File: src/rtl/trap_entry_seq.sv
module trap_entry_seq #(
  parameter int NWIN = 8,
  parameter bit SHUTDOWN_TA0 = 1'b1,
  localparam int CWPW = (NWIN > 1) ? $clog2(NWIN) : 1
) (
  input  logic            clk,
  input  logic            rst_n,
  input  logic            trap_req,
  input  logic [7:0]      trap_tt,
  input  logic            cur_et,
  input  logic            cur_s,
  input  logic [CWPW-1:0] cur_cwp,
  input  logic [31:0]     cur_pc,
  input  logic [31:0]     cur_npc,
  input  logic [31:0]     cur_tbr,
  input  logic [3:0]      cur_cache,
  input  logic            icache_frz,
  input  logic            dcache_frz,
  output logic            busy,
  output logic            commit,
  output logic            new_et,
  output logic            new_s,
  output logic            new_ps,
  output logic [CWPW-1:0] new_cwp,
  output logic            rf_we,
  output logic [4:0]      rf_a_idx,
  output logic [31:0]     rf_a_data,
  output logic [4:0]      rf_b_idx,
  output logic [31:0]     rf_b_data,
  output logic [31:0]     new_tbr,
  output logic [31:0]     new_pc,
  output logic [31:0]     new_npc,
  output logic [3:0]      new_cache,
  output logic            irq_ack,
  output logic [7:0]      irq_tt,
  output logic            error_halt,
  output logic            shutdown_req
);

  localparam logic [1:0] C_ON  = 2'b11;
  localparam logic [1:0] C_FRZ = 2'b01;
  localparam logic [CWPW-1:0] LAST_WIN = CWPW'(NWIN - 1);

  logic accept, take, to_shut;
  logic [CWPW-1:0] cwp_dec;
  logic [31:0] tbr_nx;
  logic [1:0] ic_nx, dc_nx;

  assign busy    = commit | error_halt | shutdown_req;
  assign accept  = trap_req & ~busy;
  assign take    = accept & cur_et;
  assign to_shut = SHUTDOWN_TA0 && trap_tt == 8'h80;

  assign cwp_dec = (cur_cwp == '0) ? LAST_WIN : cur_cwp - 1'b1;
  assign tbr_nx  = {cur_tbr[31:12], trap_tt, 4'h0};
  assign ic_nx   = (icache_frz && cur_cache[1:0] == C_ON) ? C_FRZ : cur_cache[1:0];
  assign dc_nx   = (dcache_frz && cur_cache[3:2] == C_ON) ? C_FRZ : cur_cache[3:2];

  assign rf_we    = commit;
  assign rf_a_idx = 5'd17;
  assign rf_b_idx = 5'd18;
  assign new_npc  = new_pc + 32'd4;

  always_ff @(posedge clk) begin
    if (!rst_n) begin
      commit       <= 1'b0;
      irq_ack      <= 1'b0;
      error_halt   <= 1'b0;
      shutdown_req <= 1'b0;
    end else begin
      commit  <= take;
      irq_ack <= take && trap_tt[7:4] == 4'h1;
      if (accept && !cur_et) begin
        if (to_shut) shutdown_req <= 1'b1;
        else         error_halt   <= 1'b1;
      end
    end
  end

  always_ff @(posedge clk) begin
    if (!rst_n) begin
      new_et    <= 1'b0;
      new_s     <= 1'b0;
      new_ps    <= 1'b0;
      new_cwp   <= '0;
      rf_a_data <= '0;
      rf_b_data <= '0;
      new_tbr   <= '0;
      new_pc    <= '0;
      new_cache <= '0;
      irq_tt    <= '0;
    end else if (take) begin
      new_et    <= 1'b0;
      new_s     <= 1'b1;
      new_ps    <= cur_s;
      new_cwp   <= cwp_dec;
      rf_a_data <= cur_pc;
      rf_b_data <= cur_npc;
      new_tbr   <= tbr_nx;
      new_pc    <= tbr_nx;
      new_cache <= {dc_nx, ic_nx};
      irq_tt    <= trap_tt;
    end
  end

  p_halt_sticky_r1: assert property (@(posedge clk) disable iff (!rst_n)
    error_halt |=> error_halt && !commit);
  p_shut_sticky_r2: assert property (@(posedge clk) disable iff (!rst_n)
    shutdown_req |=> shutdown_req && !commit);
  p_status_r3: assert property (@(posedge clk) disable iff (!rst_n)
    commit |-> !new_et && new_s && new_ps == $past(cur_s));
  p_fetch_r7: assert property (@(posedge clk) disable iff (!rst_n)
    commit |-> new_pc == new_tbr && new_npc == new_tbr + 32'd4);
  p_ack_r8: assert property (@(posedge clk) disable iff (!rst_n)
    irq_ack |-> commit && irq_tt[7:4] == 4'h1);
  p_pulse_r11: assert property (@(posedge clk) disable iff (!rst_n)
    commit |=> !commit);
  p_launch_r11: assert property (@(posedge clk) disable iff (!rst_n)
    $rose(commit) |-> $past(trap_req) && $past(cur_et));
  p_freeze_ic_r9: assert property (@(posedge clk) disable iff (!rst_n)
    commit && $past(icache_frz) |-> new_cache[1:0] != C_ON);

endmodule

File: config.mk
export PLATFORM = sky130hd
export DESIGN_NAME = trap_entry_seq
export DESIGN_NICKNAME = d
export VERILOG_FILES = /design/src/rtl/trap_entry_seq.sv
export SDC_FILE = /design/constraint.sdc
export NUM_CORES = 1
export LEC_CHECK = 0
export BUFFER_PORTS_ARGS = -buffer_cell sky130_fd_sc_hd__buf_2
export CORE_AREA = 5 5 119 121
export CTS_BUF_LIST = sky130_fd_sc_hd__clkbuf_8
export CTS_CLUSTER_DIAMETER = 50
export DETAILED_ROUTE_END_ITERATION = 16
export DIE_AREA = 0 0 124 126
export PLACE_DENSITY = 0.81
export SETUP_SLACK_MARGIN = 0.2
export SLEW_MARGIN = 10
export SYNTH_ARGS = -nofsm -noshare
export SYNTH_HDL_FRONTEND = slang
export SYNTH_SLANG_ARGS = --single-unit
File: constraint.sdc
create_clock -name clk -period 1.9 [get_ports clk]
set_clock_uncertainty 0.1 [all_clocks]
set_input_delay 0.57 -clock clk [delete_from_list [all_inputs] [get_ports clk]]
set_output_delay 0.57 -clock clk [all_outputs]
set_load 0.01 [all_outputs]
==> flow_metrics.tcl <==
set metrics [dict create \
    diodes 0 \
    worst_ep_arrival_time_ns 1.24 \
    port-buffer-count 276 \
    area_growth_pct 32.6 \
    antenna_found_initial 0 \
    finalSetupViolCount 1 \
    rsz0062_at_grt "yes" \
    synth_fa_ha_area_share_pct 0.505 \
    register_area_mm2 0.00211 \
    cp.required_ns 1.23 \
    clock_sinks 105 \
    finalSetupTns_ns -0.00638 \
    wl_met3_um 1320 \
    grt_overflow 0 \
    drt_iter0_drc 155 \
    yosys.area_share.simple_pct 17.4 \
    core_area_mm2 0.0130 \
    postSynthAreaPerCell_um2 8.99 \
    drive_gt1_share_pct 44.6 \
    synth_cells 551 \
    max_cap_violations 0 \
    fin_ws_ns -0.00638 \
    dp_hpwl_um 9350 \
    path_max_fanout 3 \
    start_kind "register" \
    insertion_delay_ns 0.38 \
    cts_hold_buf 0 \
    fill_cells 1206 \
    ir_drop_mv 0.381 \
    fin_crit_ns 1.91 \
    synth_compound_area_share_pct 1.77 \
    postRouteAntennaNets 0 \
    routabilityCongestion 0.787 \
    timing.hold.ws_ns 0.318 \
    cts_buffers 9 \
    cts_tree "yes" \
    hold_class "in2reg" \
    wl_met1_um 5270 \
    mostFrequentLayoutCells "272 x buf_2, 190 x nand2_1, 99 x dfxtp_1" \
    post-place-ws_ns 0.0440 \
    multi_input_area_mm2 0.00202 \
    synth_warnings 0 \
    min_period_over_period_pct 100 \
    dr.pass1.iters 4 \
    synth_xor_area_share_pct 0 \
    synth_area_leaders "dfxtp_1 42%, mux2i_1 18%, nand2_1 14%" \
    max_freq_mhz 525 \
    p_leak_nw 3.38 \
    initial_core_util_pct 38.2 \
    cellPowerDensity_mw_per_mm2 713 \
    synth_top_family_by_area "buffers and inverters" \
    dieArea_mm2 0.0156 \
    ys_ff_latch 105 \
    violations "negative setup slack" \
    h-tree-depth 3 \
    wl_per_cell_um 14.5 \
    ys_seq_area_share_pct 42.4 \
    status "finished, violations left" \
    chipHeight_um 126 \
    yosysTopAreaCellShare_pct 42.4 \
    via_count 4239 \
    fp.dieW_um 124 \
    mostFrequentLayoutCell "buf_2" \
    num_io_pins 312 \
    ys_types 26 \
    hold_violations 0 \
    ctsLongestPathBuffers 2 \
    via_per_inst 4.44 \
    end_kind "output pin" \
    topRoutingLayerUsed "met4" \
    clockRootBuffer "clkbuf_8" \
    grt.total_usage_pct 14.7 \
    grt_max_degree 48 \
    routed_wl_um 13800 \
    drc_errors 0 \
    wl_met2_um 7010 \
    num_rows 42 \
    synth_mux_area_share_pct 18.2 \
    yosysTopAreaCell "dfxtp_1" \
    grt_pass1_wl_um 18300 \
    grt_pass1_vias 3838 \
    path_class "reg2out" \
    netlist_area_mm2 0.00495 \
    clkTransAtPathRegs_ns 0.11 \
    nets 893 \
    slew_viol_final 0 \
]
## critical path, stage by stage (launching register included)
cell,delay [ns]
dfxtp_4,0.36
or3_4,0.39
buf_6,0.13
## through the flow
step | cells | utilization (%) | cell area [um2] | power (mW)
2_1_floorplan | 572 | - | 5030 | 3.05
3_3_place_gp | 913 | 45.2 | 5870 | 3.25
3_5_place_dp | 913 | 45.2 | 5870 | 3.27
4_1_cts | 930 | 46.9 | 6090 | 4.60
5_1_grt | 954 | 50.6 | 6570 | 4.95
6_report | 954 | 50.6 | 6570 | 4.68
## layout make-up
| class | instances | area share, % |
|---|---|---|
| clock buffers | 9 | 1.89 |
| well taps | 176 | 3.35 |
| repair buffers | 313 | 30.8 |
| inverters | 3 | 0.171 |
| multi-input cells | 341 | 30.8 |
| flip-flops and latches | 105 | 32.2 |
| clock inverters | 7 | 0.838 |
## power by group
group	leakage, nW	internal [mW]	switching, mW
clock	0.0852	0.489	0.823
sequential	0.860	2.32	0.0741
combinational	2.43	0.486	0.495
total	3.38	3.29	1.39
## what timing repair did
action / in CTS / in global routing
cloned: 0 / 14
buffers inserted: 1 / 10
pin swaps: 3 / 4
resized for setup: 11 / 25
setup endpoints to repair: 9 / 107
## synth_stat cells (all sizes together)
library cell	n
or3	1
o21ai	10
nand4	8
nor4	1
mux2i	90
ha	2
buf	100
conb	2
clkbuf	24
and4b	1
nand3	4
inv	3
a32o	1
and2	1
nor2	1
o211a	2
dfxtp	105
and3	1
nor2b	1
nand2	190
nor4b	2
o21a	1
## worst paths after layout
kind                                   start      endpoint  slack, ns  cells after the start
worst min register to register  new_cache[3]  new_cache[3]       0.36                      2
worst min-delay path             cur_tbr[27]    new_pc[27]       0.32                      3
worst max register to register    error_halt    new_pc[21]       0.08                      6
worst max-delay path              error_halt          busy     -0.006                      2
## registers in the layout, indices dropped and copies added (netlist names)
name and cells:
rf_a_data 32, rf_b_data 32, new_pc 21, irq_tt 7, new_cache 4, new_cwp 3, commit 1, error_halt 1
irq_ack 1, new_ps 1, new_s 1, shutdown_req 1
## cell families (layout without fill, tap and decap cells)
group,after synthesis,after routing
mux,90,90
simple gates,211,212
buf+inv,127,332
flops,105,105
compound gates,14,14
other cells,2,23
fa+ha+maj,2,2
## routing by layer
layer | vias up | GRT usage [%]
met5 | - | 0
met2 | 185 | 25.7
li1 | 2106 | -
met1 | 1931 | 16.6
met3 | 17 | 4.35
met4 | 0 | 5.80
Power figures use the tool's default switching activity.
